<file path="src/rtl/cfg_item_pkg.sv">
package cfg_item_pkg;

    typedef enum logic [1:0] {
        SP_COMBO = 2'd0,
        SP_CTRL  = 2'd1,
        SP_DATA  = 2'd2,
        SP_NONE  = 2'd3
    } space_e;

    typedef enum logic [1:0] {
        OP_REJECT = 2'd0,
        OP_SELECT = 2'd1,
        OP_READ   = 2'd2,
        OP_IGNORE = 2'd3
    } op_e;

    typedef enum logic [1:0] {
        ST_IDLE   = 2'd0,
        ST_STREAM = 2'd1,
        ST_REPLY  = 2'd2
    } state_e;

    localparam int KEY_W    = 16;
    localparam int BANK_BIT = 15;
    localparam int IDX_W    = 15;
    localparam logic [KEY_W-1:0] SIG_KEY = '0;
    localparam int SIG_LEN  = 4;

    // Signature item text, "CFGI"
    function automatic logic [7:0] sig_byte(input int unsigned pos);
        case (pos)
            0:       return 8'h43;
            1:       return 8'h46;
            2:       return 8'h47;
            default: return 8'h49;
        endcase
    endfunction

endpackage

</file>
<file path="src/rtl/cfg_item_decode.sv">
module cfg_item_decode
    import cfg_item_pkg::*;
#(
    parameter int DATA_MAX_BYTES = 8
) (
    input  logic [1:0] space,
    input  logic       write,
    input  logic [1:0] size,
    input  logic [2:0] offset,
    output op_e        op
);
    localparam int MAX_CODE = $clog2(DATA_MAX_BYTES);

    logic size_fits;
    assign size_fits = (int'(size) <= MAX_CODE);

    always_comb begin
        op = OP_REJECT;
        unique case (space_e'(space))
            SP_COMBO: begin
                if (size == 2'd0)
                    op = write ? OP_IGNORE : OP_READ;
                else if (size == 2'd1 && write)
                    op = OP_SELECT;
            end
            SP_CTRL: begin
                if (size == 2'd1 && write)
                    op = OP_SELECT;
            end
            SP_DATA: begin
                if (offset == 3'd0 && size_fits)
                    op = write ? OP_IGNORE : OP_READ;
            end
            SP_NONE: op = OP_REJECT;
        endcase
    end
endmodule

</file>
<file path="src/rtl/cfg_item_rom.sv">
module cfg_item_rom
    import cfg_item_pkg::*;
#(
    parameter int NUM_ENTRIES = 6,
    parameter int ITEM_BYTES  = 8,
    parameter int LEN_W       = $clog2(ITEM_BYTES + 1)
) (
    input  logic             bank,
    input  logic [IDX_W-1:0] idx,
    input  logic [LEN_W-1:0] off,
    output logic             present,
    output logic [LEN_W-1:0] len,
    output logic [7:0]       data
);
    localparam int ENT_W = (NUM_ENTRIES > 1) ? $clog2(NUM_ENTRIES) : 1;

    logic [LEN_W-1:0] len_tab [2][NUM_ENTRIES];

    for (genvar b = 0; b < 2; b++) begin : g_bank
        for (genvar k = 0; k < NUM_ENTRIES; k++) begin : g_ent
            localparam int RAW = (b == 0) ? ((k == 0) ? SIG_LEN : k) : ((2 * k) % 7);
            localparam int LIM = (RAW > ITEM_BYTES) ? ITEM_BYTES : RAW;
            assign len_tab[b][k] = LEN_W'(LIM);
        end
    end

    logic [ENT_W-1:0] sel;

    always_comb begin
        present = (idx < IDX_W'(NUM_ENTRIES));
        sel     = present ? idx[ENT_W-1:0] : '0;
        len     = present ? len_tab[bank][sel] : '0;
        if (!bank && sel == '0)
            data = sig_byte(int'(off));
        else
            data = {bank, 3'(sel), 4'(off)};
    end
endmodule

</file>
<file path="src/rtl/cfg_item_packer.sv">
module cfg_item_packer #(
    parameter int W = 64
) (
    input  logic         clk,
    input  logic         rst,
    input  logic         clr,
    input  logic         shift,
    input  logic         take,
    input  logic [7:0]   byte_in,
    output logic [W-1:0] acc
);
    always_ff @(posedge clk) begin
        if (rst)
            acc <= '0;
        else if (clr)
            acc <= '0;
        else if (shift)
            acc <= {acc[W-9:0], (take ? byte_in : 8'h00)};
    end
endmodule

</file>
<file path="src/rtl/cfg_item_port.sv">
module cfg_item_port
    import cfg_item_pkg::*;
#(
    parameter int NUM_ENTRIES    = 6,
    parameter int ITEM_BYTES     = 8,
    parameter int DATA_MAX_BYTES = 8
) (
    input  logic                        clk,
    input  logic                        rst,
    input  logic                        acc_valid,
    output logic                        acc_ready,
    input  logic                        acc_write,
    input  logic [1:0]                  acc_space,
    input  logic [1:0]                  acc_size,
    input  logic [2:0]                  acc_offset,
    input  logic [15:0]                 acc_wdata,
    output logic                        rsp_valid,
    output logic                        rsp_err,
    output logic [8*DATA_MAX_BYTES-1:0] rsp_data
);
    localparam int LEN_W  = $clog2(ITEM_BYTES + 1);
    localparam int CNT_W  = $clog2(DATA_MAX_BYTES) + 1;
    localparam int DATA_W = 8 * DATA_MAX_BYTES;

    state_e           state_q, state_nx;
    op_e              op;
    logic [KEY_W-1:0] key_q;
    logic [LEN_W-1:0] off_q;
    logic [CNT_W-1:0] cnt_q;
    logic             err_q;
    logic             cur_present;
    logic [LEN_W-1:0] cur_len;
    logic [7:0]       cur_byte;
    logic             have_byte;
    logic             accept;
    logic [DATA_W-1:0] packed_q;

    cfg_item_decode #(.DATA_MAX_BYTES(DATA_MAX_BYTES)) u_decode (
        .space  (acc_space),
        .write  (acc_write),
        .size   (acc_size),
        .offset (acc_offset),
        .op     (op)
    );

    cfg_item_rom #(
        .NUM_ENTRIES (NUM_ENTRIES),
        .ITEM_BYTES  (ITEM_BYTES),
        .LEN_W       (LEN_W)
    ) u_rom (
        .bank    (key_q[BANK_BIT]),
        .idx     (key_q[IDX_W-1:0]),
        .off     (off_q),
        .present (cur_present),
        .len     (cur_len),
        .data    (cur_byte)
    );

    assign accept    = (state_q == ST_IDLE) && acc_valid;
    assign have_byte = cur_present && (off_q < cur_len);

    cfg_item_packer #(.W(DATA_W)) u_packer (
        .clk     (clk),
        .rst     (rst),
        .clr     (accept),
        .shift   (state_q == ST_STREAM),
        .take    (have_byte),
        .byte_in (cur_byte),
        .acc     (packed_q)
    );

    // State register
    always_ff @(posedge clk) begin
        if (rst)
            state_q <= ST_IDLE;
        else
            state_q <= state_nx;
    end

    // Transitions
    always_comb begin
        state_nx = state_q;
        unique case (state_q)
            ST_IDLE:   if (acc_valid) state_nx = (op == OP_READ) ? ST_STREAM : ST_REPLY;
            ST_STREAM: if (cnt_q == CNT_W'(1)) state_nx = ST_REPLY;
            ST_REPLY:  state_nx = ST_IDLE;
            default:   state_nx = ST_IDLE;
        endcase
    end

    // Selector, offset and byte counter
    always_ff @(posedge clk) begin
        if (rst) begin
            key_q <= SIG_KEY;
            off_q <= '0;
            cnt_q <= '0;
            err_q <= 1'b0;
        end else begin
            unique case (state_q)
                ST_IDLE: begin
                    if (acc_valid) begin
                        err_q <= (op == OP_REJECT);
                        cnt_q <= CNT_W'(1) << acc_size;
                        if (op == OP_SELECT) begin
                            key_q <= acc_wdata;
                            off_q <= '0;
                        end
                    end
                end
                ST_STREAM: begin
                    cnt_q <= cnt_q - CNT_W'(1);
                    if (have_byte)
                        off_q <= off_q + LEN_W'(1);
                end
                default: ;
            endcase
        end
    end

    // Outputs
    always_comb begin
        acc_ready = (state_q == ST_IDLE);
        rsp_valid = (state_q == ST_REPLY);
        rsp_err   = rsp_valid && err_q;
        rsp_data  = rsp_valid ? packed_q : '0;
    end
endmodule

</file>
<file path="config.mk">
export PLATFORM = sky130hd
export DESIGN_NAME = cfg_item_port
export DESIGN_NICKNAME = d
export VERILOG_FILES = /design/src/rtl/cfg_item_pkg.sv /design/src/rtl/cfg_item_decode.sv /design/src/rtl/cfg_item_rom.sv /design/src/rtl/cfg_item_packer.sv /design/src/rtl/cfg_item_port.sv
export SDC_FILE = /design/constraint.sdc
export NUM_CORES = 1
export LEC_CHECK = 0
export BUFFER_PORTS_ARGS = -buffer_cell sky130_fd_sc_hd__clkbuf_2
export CORE_ASPECT_RATIO = 0.6
export CORE_MARGIN = 2
export CORE_UTILIZATION = 40
export DETAILED_ROUTE_END_ITERATION = 7
export PLACE_DENSITY_LB_ADDON = 0.3
export SETUP_SLACK_MARGIN = 0.2
export SYNTH_ARGS = -nofsm -noshare
export SYNTH_HDL_FRONTEND = slang
export SYNTH_HIERARCHICAL = 1
export SYNTH_SLANG_ARGS = --single-unit
</file>
<file path="constraint.sdc">
create_clock -name clk -period 5.23 [get_ports clk]
set_input_delay 0.523 -clock clk [delete_from_list [all_inputs] [get_ports clk]]
set_output_delay 0.523 -clock clk [all_outputs]
set_load 0.01 [all_outputs]
</file>
# Yosys cells after proc, flatten, opt, wreduce, memory -nomap -nowiden
# Cells that the tools add are included.
[totals]
inputBits = 27
output_inout_bits = 67
ff_bits = 91
word_cells = 77
[classes]
addsub = 2
mux = 27
n_reduce_logical = 20
magnitude_cmp = 4
bitwise_logic = 2
n_eq_ne = 15
shift = 1
[ops]
columns = ["cell", "n"]
rows = [
  ["2-to-1 mux 64 bit", 1],
  ["2-to-1 mux 24 bit", 2],
  ["2-to-1 mux 4 bit", 7],
  ["2-to-1 mux 23 bit", 1],
  ["2-to-1 mux 8 bit", 2],
  ["case mux 4 bit (2 select lines)", 2],
  ["less-than comparator 15 x 3 -> 1 bit (second input constant)", 1],
  ["binary-select mux 4 bit (select 3 bit)", 1],
  ["case mux 4 bit (3 select lines)", 1],
  ["2-to-1 mux 2 bit", 5],
  ["== test 2 x 1 -> 1 bit (second input constant)", 4],
  ["== test 2 bit (second input constant)", 4],
  ["== test 4 x 1 -> 1 bit (second input constant)", 2],
  ["zero test 2 bit", 4],
  ["case mux 2 bit (4 select lines)", 1],
  ["zero test 3 bit", 2],
  ["!= test 2 bit (second input constant)", 3],
  ["AND reduction 2 bit", 3],
  ["logical AND 1 bit", 5],
  ["adder 4 x 1 -> 4 bit (second input constant)", 1],
  ["== test 4 x 2 -> 1 bit (second input constant)", 1],
  ["greater-or-equal comparator 4 bit (second input constant)", 1],
  ["zero test 4 bit", 1],
  ["less-than comparator 4 bit", 1],
  ["other kinds (14)", 15],
]

# Logic depth before layout (Yosys ltp)
# Gate-level depths: netlist (run 1).
[depth]
depth_word = 12
depth_mapped = 12
depth_no_buf = 11

# Cells and area by module
# Netlist (run 1), hierarchy kept.
[by_module_without_submodules]
columns = ["module", "instances", "cells_per_inst", "area_each_um2"]
rows = [
  ["cfg_item_packer", 1, 217, 2366.0],
  ["cfg_item_port", 1, 224, 1679.1],
  ["cfg_item_rom", 1, 35, 275.3],
  ["cfg_item_decode", 1, 7, 45.0],
]

# Least setup slack after synthesis (run 1)
# Ideal clock, no wire load.
[synth_timing]
kind = "register -> register"
startpoint = "register key_q[5]"
endpoint = "register u_packer.acc[4]"
t_arrival_ps = 2068
setup_ps = 114
setup_slack_ps = 3048
path_stages_with_launch = 12
cell_sequence = "dfxtp_1 -> nor4_2 -> nand4_2 -> nor2_1 -> inv_1 -> ha_1 -> o211ai_1 -> o211ai_1 -> inv_1 -> buf_2 -> nand3_1 -> a21oi_2"
[synth_via]
elab_chain_cells = 10
[synth_rtl]
columns = ["item", "line", "rtl"]
rows = [
  ["from (decl)", "cfg_item_port.sv:27", "logic [KEY_W-1:0] key_q;"],
  ["from (signal assigned)", "cfg_item_port.sv:105", "key_q <= acc_wdata;"],
  ["less-than comparator 15 x 3 -> 1 bit (*)", "cfg_item_rom.sv:30", "present = (idx < IDX_W'(NUM_ENTRIES));"],
  ["2-to-1 mux 3 bit", "cfg_item_rom.sv:31", "sel = present ? idx[ENT_W-1:0] : '0;"],
  ["inverter 3 -> 4 bit (implied by the code)", "cfg_item_rom.sv:32", "len = present ? len_tab[bank][sel] : '0;"],
  ["binary-select mux 4 bit (select 3 bit)", "cfg_item_rom.sv:32", ""],
  ["2-to-1 mux 4 bit (implied by the code) (2 in a row)", "cfg_item_rom.sv:32", ""],
  ["2-to-1 mux 4 bit (*)", "cfg_item_rom.sv:32", ""],
  ["via cur_len[1]", "cfg_item_port.sv:32", "logic [LEN_W-1:0] cur_len;"],
  ["less-than comparator 4 bit (*)", "cfg_item_port.sv:60", "assign have_byte = cur_present && (off_q < cur_len);"],
  ["logical AND 1 bit (*)", "cfg_item_port.sv:60", ""],
  ["via have_byte", "cfg_item_port.sv:34", "logic have_byte;"],
  ["2-to-1 mux 8 bit (*)", "cfg_item_packer.sv:18", "acc <= {acc[W-9:0], (take ? byte_in : 8'h00)};"],
  ["to (signal assigned)", "cfg_item_packer.sv:18", ""],
  ["to (decl)", "cfg_item_packer.sv:10", "output logic [W-1:0] acc"],
]
# The timed path passes the listed nets; every way through them passes the cells marked *. The select of a mux whose other input is x is not followed.
# A chain may end at the register's enable or synchronous reset.

# Final worst setup path (run 1)
[layout_timing]
startpoint = "register key_q[5]"
endpoint = "register off_q[2]"
[layout_via]
elab_chain_cells = 11
[layout_rtl]
columns = ["item", "line", "rtl"]
rows = [
  ["less-than comparator 15 x 3 -> 1 bit (*)", "cfg_item_rom.sv:30", ""],
  ["2-to-1 mux 3 bit", "cfg_item_rom.sv:31", ""],
  ["inverter 3 -> 4 bit (implied by the code)", "cfg_item_rom.sv:32", ""],
  ["binary-select mux 4 bit (select 3 bit)", "cfg_item_rom.sv:32", ""],
  ["2-to-1 mux 4 bit (implied by the code) (2 in a row)", "cfg_item_rom.sv:32", ""],
  ["2-to-1 mux 4 bit (*)", "cfg_item_rom.sv:32", ""],
  ["via cur_len[2]", "cfg_item_port.sv:32", ""],
  ["less-than comparator 4 bit (*)", "cfg_item_port.sv:60", ""],
  ["logical AND 1 bit (*)", "cfg_item_port.sv:60", ""],
  ["via have_byte", "cfg_item_port.sv:34", ""],
  ["!= test 2 bit (no line) (*)", "--", ""],
  ["AND reduction 4 bit (no line) (*)", "--", ""],
  ["to (signal assigned)", "cfg_item_port.sv:113", "off_q <= off_q + LEN_W'(1);"],
  ["to (decl)", "cfg_item_port.sv:28", "logic [LEN_W-1:0] off_q;"],
]
# Marks and branches as above.

==> flow_metrics.py, run 1 <==
metrics = {
    "status": {
        "status": "completed",
    },
    "global_routing": {
        "antenna_found_initial": 0,
        "grt_max_degree": 67,
        "grt_pass1_wl_um": 15500,
        "grt_use_total_pct": 16.1,
        "grt_pass1_vias": 3149,
        "grt_overflow": 0,
    },
    "clock_network": {
        "htreeDepth": 3,
        "cts.sinks": 91,
        "clkTransAtPathRegs_ps": 60,
        "cts_tree": "yes",
        "cts_setup_buffers": 0,
        "cts_root_buf": "clkbuf_16",
        "cts_buffers": 9,
        "postCtsResizedCells": 0,
        "cts_hold_buf": 0,
        "clk-insertion-delay-late_ps": 340,
        "cts.path.max_buffers": 2,
    },
    "finish": {
        "diodes": 0,
        "utilization_pct": 47.7,
        "nets": 588,
        "fin_area_um2": 5050,
        "mostFrequentLayoutCells": "clkbuf_2, dfxtp_1, nor2_1",
        "final_common_cell": "clkbuf_2",
        "drive_gt1_share_pct": 23.4,
        "area_delta_synth_final_pct": 15.7,
    },
    "setup_path": {
        "path_buf_inv": 2,
        "crit-reg2reg-launch": "key_q[5]$_SDFFE_PP0P_",
        "cp_slowest_stage_delay_ps": 480,
        "r2r_cells": 10,
        "worstPathRequired_ps": 5430,
        "r2r-end": "off_q[2]$_SDFFE_PP0P_",
        "r2r_slack_ps": 2570,
        "path_cells": "nor4_2 > nand4_2 > nor2_1 > inv_1 > ha_1 > o211ai_1 > o211ai_1 > inv_1 > nand4b_1 > a31oi_1",
        "crit_slowest_cell": "o211ai_1",
        "worstSetupPathType": "flip-flop to flip-flop",
        "cp-startpoint": "key_q[5]$_SDFFE_PP0P_",
        "crit_cells": 10,
        "crit_fanout": 10,
        "end_kind": "flip-flop",
        "worstPathArrival_ps": 2860,
        "worst_setup_path_start_kind": "flip-flop",
        "cp_top_family": "simple AND/OR/NAND/NOR gates",
    },
    "job": {
        "maxCapViolations": 0,
    },
    "floorplanning": {
        "row_count": 29,
        "io_pins": 94,
        "start_util_pct": 41.2,
        "die_h_um": 84.9,
        "die-area_um2": 11800,
        "core_area_um2": 10600,
        "die_x_um": 139,
    },
    "min_path": {
        "holdPathStages": 3,
        "min-delay-start": "acc_wdata[10]",
        "hp-class": "input pin to flip-flop",
        "hold_end": "key_q[10]$_SDFFE_PP0P_",
    },
    "place": {
        "port_buffers": 93,
        "gp_routability_congestion": 0.782,
        "postPlaceCellArea_um2": 4770,
        "hpwlAfterDp_um": 6430,
    },
    "timing": {
        "setup_viol": 0,
        "final.setup.tns_ps": 0,
        "period_share_pct": 50.9,
        "skew_ps": 6.32,
        "relSlewSlack_pct": 38.8,
        "fin_crit_ps": 2660,
        "rsz0062_at_grt": "no",
        "hold_violations": 0,
        "max_freq_mhz": 376,
        "drv_slew": 0,
        "worstMarginPinSlew_ps": 906,
    },
    "synth": {
        "synth_nets": 516,
        "netlist_area_um2": 4370,
        "synth_compound_area_share_pct": 8.51,
        "synth_simple_gate_area_share_pct": 26.7,
        "ys.flop_type": "dfxtp_1",
        "post_synth_num_cell_types": 52,
        "synth_edf_count": 0,
        "synth_xor_area_share_pct": 0.201,
        "synth_top_family_by_area": "simple AND/OR/NAND/NOR gates",
        "yosysWarnings": 6,
        "syn_area_per_cell_um2": 9.04,
        "netlist_instances": 483,
        "ys_ff_latch": 91,
        "synth_mux_area_share_pct": 14.3,
        "synth_fa_ha_area_share_pct": 1.72,
        "async_reset_ff_share_pct": 0,
        "synth_seq_area_share_pct": 41.7,
    },
    "routing": {
        "drtIter0Drc": 250,
        "wirelength_um": 9280,
        "first_pass_iters": 4,
        "wl_per_cell_um": 13.3,
        "antenna_left": 0,
        "viasPerCell": 4.95,
        "vias": 3458,
        "drc": 0,
    },
    "power_and_ir_drop": {
        "power_mw": 1.41,
        "power_density_nw_per_um2": 280,
        "p_leak_nw": 1.97,
        "irDropWorstVdd_mv": 0.156,
    },
}
[final cells by class]
cell class	instances	area [um^2]
clock buffer	13	270
clock inverter	2	10.0
fill	1061	5540
inverter	12	46.3
multi-input combinational	346	2250
sequential	91	1820
tap	139	174
timing repair buffer	95	480
[worst reg2reg max path, stage by stage, from the launching register on]
cell and delay, ps:
dfxtp_1 320, nor4_2 360, nand4_2 220, nor2_1 140
inv_1 50, ha_1 280, o211ai_1 100, o211ai_1 480
inv_1 300, nand4b_1 180, a31oi_1 110
[state kept, by name, indices dropped and copies added (netlist names)]
name / flops
off_q: 4
u_packer/acc: 64
err_q: 1
cnt_q: 4
key_q: 16
state_q: 2
[Yosys cell counts (2+ instances only)]
cell type,number,area (um^2)
inv_2,2,7.51
dfxtp_1,91,1820
a211oi_1,4,30.0
buf_1,2,7.51
nand3_1,10,50.1
a31oi_1,3,18.8
mux2_4,3,45.0
nor3_1,3,15.0
inv_1,10,37.5
buf_4,4,30.0
nor4_1,3,18.8
nand2b_1,9,56.3
nor3b_1,3,22.5
clkbuf_1,12,45.0
nor4_2,3,37.5
mux2i_1,58,581
a21oi_1,30,150
ha_1,6,75.1
and2_1,65,407
nor2_1,67,251
buf_6,14,158
nand3b_1,3,22.5
and2_2,2,15.0
a21oi_2,4,35.0
o211ai_1,6,45.0
nand2_1,39,146
buf_2,2,10.0
[metal layers]
metal | global-route usage [%] | part of all wire [%]
met5 | 0 | 0
met4 | 3.86 | 0.79
met3 | 4.91 | 4.9
met2 | 23.6 | 41
met1 | 23.2 | 53
[how the worst max path moves through the flow]
stage	to	slack, ps
2_1_floorplan	u_packer/acc[4]$_SDFFE_PP0P_	3050
3_3_place_gp	off_q[2]$_SDFFE_PP0P_	2710
3_5_place_dp	off_q[2]$_SDFFE_PP0P_	2620
4_1_cts	off_q[2]$_SDFFE_PP0P_	2550
5_1_grt	off_q[2]$_SDFFE_PP0P_	2300
6_report	off_q[2]$_SDFFE_PP0P_	2570
[power breakdown]
part	switching, mW	leakage, nW	internal [mW]
Combinational	0.0650	1.09	0.0342
Sequential	0.00616	0.734	0.699
Clock	0.251	0.141	0.357
Total	0.322	1.97	1.09
[cells by family (layout without fill, tap and decap cells)]
logic type,after synthesis,after routing
xor+xnor,1,1
mux,61,61
compound gates,58,58
fa+ha+maj,6,6
buf+inv,46,122
simple gates,219,219
flops,91,91
other cells,1,1
[stage by stage]
stage                     instances  hold WS (ps)  setup slack [ps]
after global placement          683           457              2710
after floorplan                 483           433              3050
after detailed placement        683           465              2620
after CTS                       698           391              2550
final                           698           405              2570
after global routing            698           411              2300
(Power assumes the default switching activity.)
==> inputs of run 2 (changes only) <==
--- a/config.mk
+++ b/config.mk
@@ -5,6 +5,7 @@
 export SDC_FILE = /design/constraint.sdc
 export NUM_CORES = 1
 export LEC_CHECK = 0
+export ABC_AREA = 1
 export BUFFER_PORTS_ARGS = -buffer_cell sky130_fd_sc_hd__clkbuf_2
 export CORE_ASPECT_RATIO = 0.6
 export CORE_MARGIN = 2
==> constraint.sdc (replaced) <==
create_clock -name clk -period 2.65 [get_ports clk]
set_input_delay 0.265 -clock clk [delete_from_list [all_inputs] [get_ports clk]]
set_output_delay 0.265 -clock clk [all_outputs]
set_load 0.01 [all_outputs]
==> flow_metrics.py, run 2 <==
metrics = {
    "timing": {
        "max_freq_mhz": 471,
        "relSlewSlack_pct": 31.4,
        "setup_slack_ps": 529,
        "period_share_pct": 80.1,
        "skew_ps": 8.18,
        "setup_viol": 0,
        "timing.hold.ws_ps": 156,
        "final.setup.tns_ps": 0,
        "hold_violations": 0,
        "drv_slew": 0,
        "rsz0062_at_grt": "no",
        "fin_crit_ps": 2120,
        "worstMarginPinSlew_ps": 1030,
    },
    "global_routing": {
        "grt_pass1_vias": 3818,
        "grt_use_met3_pct": 4.03,
        "grt_pass1_wl_um": 17700,
        "grt_max_degree": 66,
        "grt_use_met1_pct": 25.8,
        "grt-busiest-layer": "met2",
        "gr-usage-met2_pct": 26.5,
        "grt_overflow": 0,
        "grt_use_total_pct": 17.8,
        "antenna_found_initial": 0,
    },
    "synth": {
        "netlist_area_um2": 4530,
        "synth_nets": 701,
        "netlist_instances": 668,
        "ys_ff_latch": 91,
        "synth_seq_area_share_pct": 40.2,
        "ys_top_cells_by_count": "nand2_1, nor2_1, inv_1",
        "yosysMostFrequentCell": "nand2_1",
        "ys.flop_type": "dfxtp_1",
        "synth_top_area_share_pct": 40.2,
        "yosysWarnings": 6,
        "async_reset_ff_share_pct": 0,
        "post_synth_num_cell_types": 35,
        "synthTopCellsByArea": "dfxtp_1, nand2_1, nor2_1, inv_1, a21oi_1",
        "yosysTopAreaCell": "dfxtp_1",
        "synth_edf_count": 0,
        "syn_area_per_cell_um2": 6.78,
    },
    "routing": {
        "vias": 4188,
        "wirelength_um": 10400,
        "drc": 0,
        "wl_per_cell_um": 11.7,
        "drtIter0Drc": 229,
        "viasPerCell": 4.71,
        "first_pass_iters": 6,
        "antenna_left": 0,
    },
    "setup_path": {
        "cp_slowest_stage_delay_ps": 310,
        "crit_fanout": 8,
        "cp_top_family": "simple AND/OR/NAND/NOR gates",
        "end_kind": "flip-flop",
        "worstPathArrival_ps": 2380,
        "cp_common_cell": "nand2_1",
        "crit_slowest_cell": "dfxtp_1",
        "path_cells": "nor2_1 > nand2_1 > nor2_2 > nand3_1 > nand2_2 > o21ai_0 > inv_1 > inv_1 > ha_1 > nand2_1 > nand2_1 > nand2_1 > nand2_1 > inv_2 > nand3_1 > a21oi_1",
        "worst_setup_path_start_kind": "flip-flop",
        "worstSetupPathType": "flip-flop to flip-flop",
        "r2r_slack_ps": 530,
        "path_buf_inv": 3,
        "worstPathRequired_ps": 2910,
    },
    "clock_network": {
        "clkTransAtPathRegs_ps": 70,
        "cts.path.max_buffers": 2,
        "cts.sinks": 91,
        "cts_tree": "yes",
        "cts_root_buf": "clkbuf_16",
        "htreeDepth": 3,
        "cts_buffers": 9,
        "clk-insertion-delay-late_ps": 340,
        "cts_setup_buffers": 0,
    },
    "finish": {
        "top_register": "u_packer/acc",
        "reg_top3": "u_packer/acc x64, key_q x16",
        "nets": 774,
        "mostFrequentLayoutCells": "nand2_1, nor2_1, clkbuf_2",
        "diodes": 0,
        "fin_area_um2": 5300,
        "utilization_pct": 47.4,
        "final_common_cell": "nand2_1",
        "drive_gt1_share_pct": 21.4,
        "area_delta_synth_final_pct": 17.0,
        "fillers": 1181,
        "largest_register_ffs": 64,
    },
    "floorplanning": {
        "row_count": 30,
        "core_area_um2": 11200,
        "start_util_pct": 40.5,
        "io_pins": 94,
        "die_x_um": 141,
        "die-area_um2": 12200,
        "die_h_um": 86.4,
    },
    "place": {
        "postPlaceCellArea_um2": 4940,
        "place_ws_ps": 471,
        "port_buffers": 93,
        "hpwlAfterDp_um": 7280,
        "gp_routability_congestion": 0.865,
    },
    "power_and_ir_drop": {
        "power_density_nw_per_um2": 602,
        "p_leak_nw": 2.06,
        "irDropWorstVdd_mv": 0.330,
    },
    "status": {
        "status": "completed",
    },
    "min_path": {
        "hp-class": "input pin to flip-flop",
    },
    "job": {
        "maxCapViolations": 0,
    },
}
run 2: cell types whose count changed after synthesis, sizes merged, moves of 15 or more:
| cell | change |
|---|---|
| a21oi | +40 |
| and2 | -67 |
| inv | +90 |
| mux2i | -58 |
| nand2 | +128 |
| nand3 | +15 |
| nor2 | +60 |
| o21ai | +26 |
run 2: power by group:
group	leakage, nW	total [mW]	switching (mW)	internal [mW]
sequential	0.735	1.40	0.0182	1.39
clock	0.176	1.51	0.527	0.978
combinational	1.15	0.282	0.194	0.0883
total	2.06	3.19	0.739	2.45
run 2: worst register-to-register path: stages (launching register included):
cell	delay, ps
dfxtp_1	310
nor2_1	110
nand2_1	70
nor2_2	160
nand3_1	160
nand2_2	120
o21ai_0	90
inv_1	60
inv_1	30
ha_1	260
nand2_1	60
nand2_1	50
nand2_1	60
nand2_1	110
inv_2	150
nand3_1	90
a21oi_1	160
run 2: path summary, 6_finish.rpt:
| kind | startpoint | to | depth (start not counted) |
|---|---|---|---|
| worst max-delay path | key_q[5]$_SDFFE_PP0P_ | u_packer/acc[0]$_SDFFE_PP0P_ | 16 |
| worst min-delay path | rst | off_q[3]$_SDFFE_PP0P_ | 2 |
| worst max register to register | key_q[5]$_SDFFE_PP0P_ | u_packer/acc[0]$_SDFFE_PP0P_ | 16 |
| worst min register to register | err_q$_SDFFE_PP0P_ | err_q$_SDFFE_PP0P_ | 2 |
run 2: per-stage QoR:
step	instances	total power, mW
floorplan	668	1.67
global placement	874	1.71
detailed placement	874	1.71
CTS	890	3.22
global route	890	3.32
finish	890	3.19
run 2: metal layers:
metal  vias up  wire [um]
li1       2181          -
met1      1890       5350
met2       109       4420
met3         8        558
met4         0         93
met5         -          0
run 2: final cells by class:
class	count	area, um^2	share of cell area [%]
Clock buffer	11	253	4.77
Clock inverter	5	108	2.03
Inverter	102	393	7.41
Multi-Input combinational cell	441	2060	38.8
Sequential cell	91	1820	34.4
Tap cell	144	180	3.40
Timing Repair Buffer	96	488	9.20
run 2: cells by family after synthesis:
family | Yosys count | synth area share, %
xor gates and xnor gates | 2 | 0.387
DFF | 91 | 40.2
AOI/OAI and AO/OA | 107 | 13.1
and+or+nand+nor | 325 | 30.2
adders and majority gates | 6 | 1.66
buffers and inverters | 136 | 14.3
other | 1 | 0.0828
run 2: what timing repair did:
action / CTS / global route
gates resized for setup: 0 / 3
endpoints found under the setup margin: 0 / 12
hold buffers: 0 / 0
==> inputs of run 3 (changes only) <==
--- a/config.mk
+++ b/config.mk
@@ -5,7 +5,7 @@
 export SDC_FILE = /design/constraint.sdc
 export NUM_CORES = 1
 export LEC_CHECK = 0
-export ABC_AREA = 1
+export ABC_AREA = 0
 export BUFFER_PORTS_ARGS = -buffer_cell sky130_fd_sc_hd__clkbuf_2
 export CORE_ASPECT_RATIO = 0.6
 export CORE_MARGIN = 2
==> constraint.sdc (replaced) <==
create_clock -name clk -period 1.77 [get_ports clk]
set_input_delay 0.177 -clock clk [delete_from_list [all_inputs] [get_ports clk]]
set_output_delay 0.177 -clock clk [all_outputs]
set_load 0.01 [all_outputs]
==> flow_metrics.py, run 3 (same netlist as run 1, synthesis figures left out) <==
metrics = {
    "status": {
        "status": "finished, violations left",
        "failed_checks": "setup timing",
    },
    "floorplanning": {
        "row_count": 29,
        "io_pins": 94,
        "core_area_um2": 10600,
        "start_util_pct": 41.2,
        "die_x_um": 139,
        "die_h_um": 84.9,
        "die-area_um2": 11800,
    },
    "finish": {
        "reg_top3": "u_packer/acc x64, key_q x16",
        "mostFrequentLayoutCells": "dfxtp_1, buf_6, and2_4",
        "largest_register_ffs": 64,
        "stdcell_count": 770,
        "top_register": "u_packer/acc",
        "nets": 659,
        "ff_latch_area_um2": 1830,
        "final_common_cell": "dfxtp_1",
        "diodes": 0,
        "fin_area_um2": 7390,
        "area_delta_synth_final_pct": 69.4,
        "drive_gt1_share_pct": 59.3,
        "multi_input_area_um2": 3020,
        "fillers": 749,
    },
    "global_routing": {
        "grt_pass1_vias": 3933,
        "antenna_found_initial": 0,
        "grt_pass1_wl_um": 20300,
        "grt_overflow": 0,
        "grt_max_degree": 24,
        "grt_use_total_pct": 21.8,
    },
    "setup_path": {
        "end_kind": "flip-flop",
        "crit_fanout": 8,
        "path_buf_inv": 3,
        "cp_common_cell": "o211ai_1",
        "cp_slowest_stage_delay_ps": 340,
        "r2r_slack_ps": -510,
        "crit_slowest_cell": "dfxtp_2",
        "worstPathRequired_ps": 2040,
        "path_cells": "nor4_4 > nand4_2 > nor2_1 > inv_1 > ha_1 > o211ai_1 > o211ai_1 > inv_2 > buf_12 > nand3_2 > a21oi_2",
        "worst_setup_path_start_kind": "flip-flop",
        "worstSetupPathType": "flip-flop to flip-flop",
        "worstPathArrival_ps": 2550,
        "cp_top_family": "simple AND/OR/NAND/NOR gates",
    },
    "routing": {
        "drc": 0,
        "drtIter0Drc": 240,
        "wirelength_um": 14200,
        "first_pass_iters": 4,
        "vias": 4069,
        "viasPerCell": 5.28,
        "antenna_left": 0,
        "wl_per_cell_um": 18.5,
    },
    "timing": {
        "relSlewSlack_pct": 62.2,
        "worstMarginPinSlew_ps": 560,
        "setup_viol": 52,
        "period_share_pct": 129,
        "fin_crit_ps": 2280,
        "final.setup.tns_ps": -7430,
        "rsz0062_at_grt": "yes",
        "setup_slack_ps": -511,
        "max_freq_mhz": 438,
        "hold_violations": 0,
        "drv_slew": 0,
        "skew_ps": 10.3,
    },
    "place": {
        "gp_routability_congestion": 0.798,
        "postPlaceCellArea_um2": 5050,
        "dp.cells": 706,
        "port_buffers": 93,
        "hpwlAfterDp_um": 7150,
    },
    "clock_network": {
        "cts.path.max_buffers": 2,
        "cts_tree": "yes",
        "cts.sinks": 91,
        "cts_buffers": 9,
        "clkTransAtPathRegs_ps": 60,
        "cts_hold_buf": 0,
        "cts_root_buf": "clkbuf_16",
        "htreeDepth": 3,
        "clk-insertion-delay-late_ps": 350,
    },
    "min_path": {
        "hp-class": "input pin to flip-flop",
    },
    "power_and_ir_drop": {
        "p_leak_nw": 2.75,
        "irDropWorstVdd_mv": 0.508,
        "power_density_nw_per_um2": 649,
    },
    "job": {
        "maxCapViolations": 0,
    },
}
[run 3: cell count changes in the layout (fill, tap and decap cells not counted), sizes merged, moves of 60 or more]
cell,change
buf,+134
nand2,-128
inv,-90
and2,+67
clkbuf,-65
nor2,-60
[run 3: layer usage]
layer  track usage, %  share of wire (%)  vias to the layer above
met3             5.47                5.5                       19
met2             34.0                 47                      131
li1                 -                  -                     1918
met1             31.0                 46                     2001
met4             4.22                1.3                        0
met5                0                  0                        -
[run 3: path summary, 6_finish.rpt]
kind                                             start                            to  depth (start not counted)
worst min-delay path                     acc_wdata[12]        key_q[12]$_SDFFE_PP0P_                          3
worst max register to register  key_q[14]$_SDFFE_PP0P_  u_packer/acc[7]$_SDFFE_PP0P_                         11
worst max-delay path            key_q[14]$_SDFFE_PP0P_  u_packer/acc[7]$_SDFFE_PP0P_                         11
worst min register to register  key_q[11]$_SDFFE_PP0P_        key_q[11]$_SDFFE_PP0P_                          2
[run 3: power by group]
part           switching [mW]  total, mW  leakage (nW)  internal [mW]
registers              0.0189       2.08         0.737           2.07
logic                   0.403      0.849          1.87          0.446
clock network           0.830       1.86         0.142           1.03
total                    1.25       4.80          2.75           3.55
[run 3: final cells by class]
type | instances | share of cell area, %
clock buffers | 11 | 3.42
clock inverters | 5 | 0.474
inverters | 12 | 0.711
multi-input cells | 346 | 40.9
flip-flops and latches | 91 | 24.7
well taps | 139 | 2.35
repair buffers | 166 | 27.4
[run 3: per-stage QoR]
step                total power, mW  hold slack (ps)  utilization [%]  setup slack, ps
floorplan                      2.39              305                -             -360
global placement               2.50              400             47.7             -387
detailed placement             2.51              406             47.7             -491
CTS                            4.71             51.3             62.3             -420
global route                   4.96             59.7             69.8             -662
finish                         4.80             50.6             69.8             -511
[run 3: worst reg2reg max path: cells and delay by family (launching register included)]
family                     cells  cell delay [ps]
buffers and inverters          3              370
and+or+nand+nor                4              650
DFF                            1              340
AOI/OAI and AO/OA              3              540
adders and majority gates      1              320
[run 3: repair_timing]
action	CTS	global route
cloned	16	1
pin swaps	95	21
endpoints found under the setup margin	131	152
resized for setup	177	215
hold endpoints to repair	0	0
setup buffers	26	5
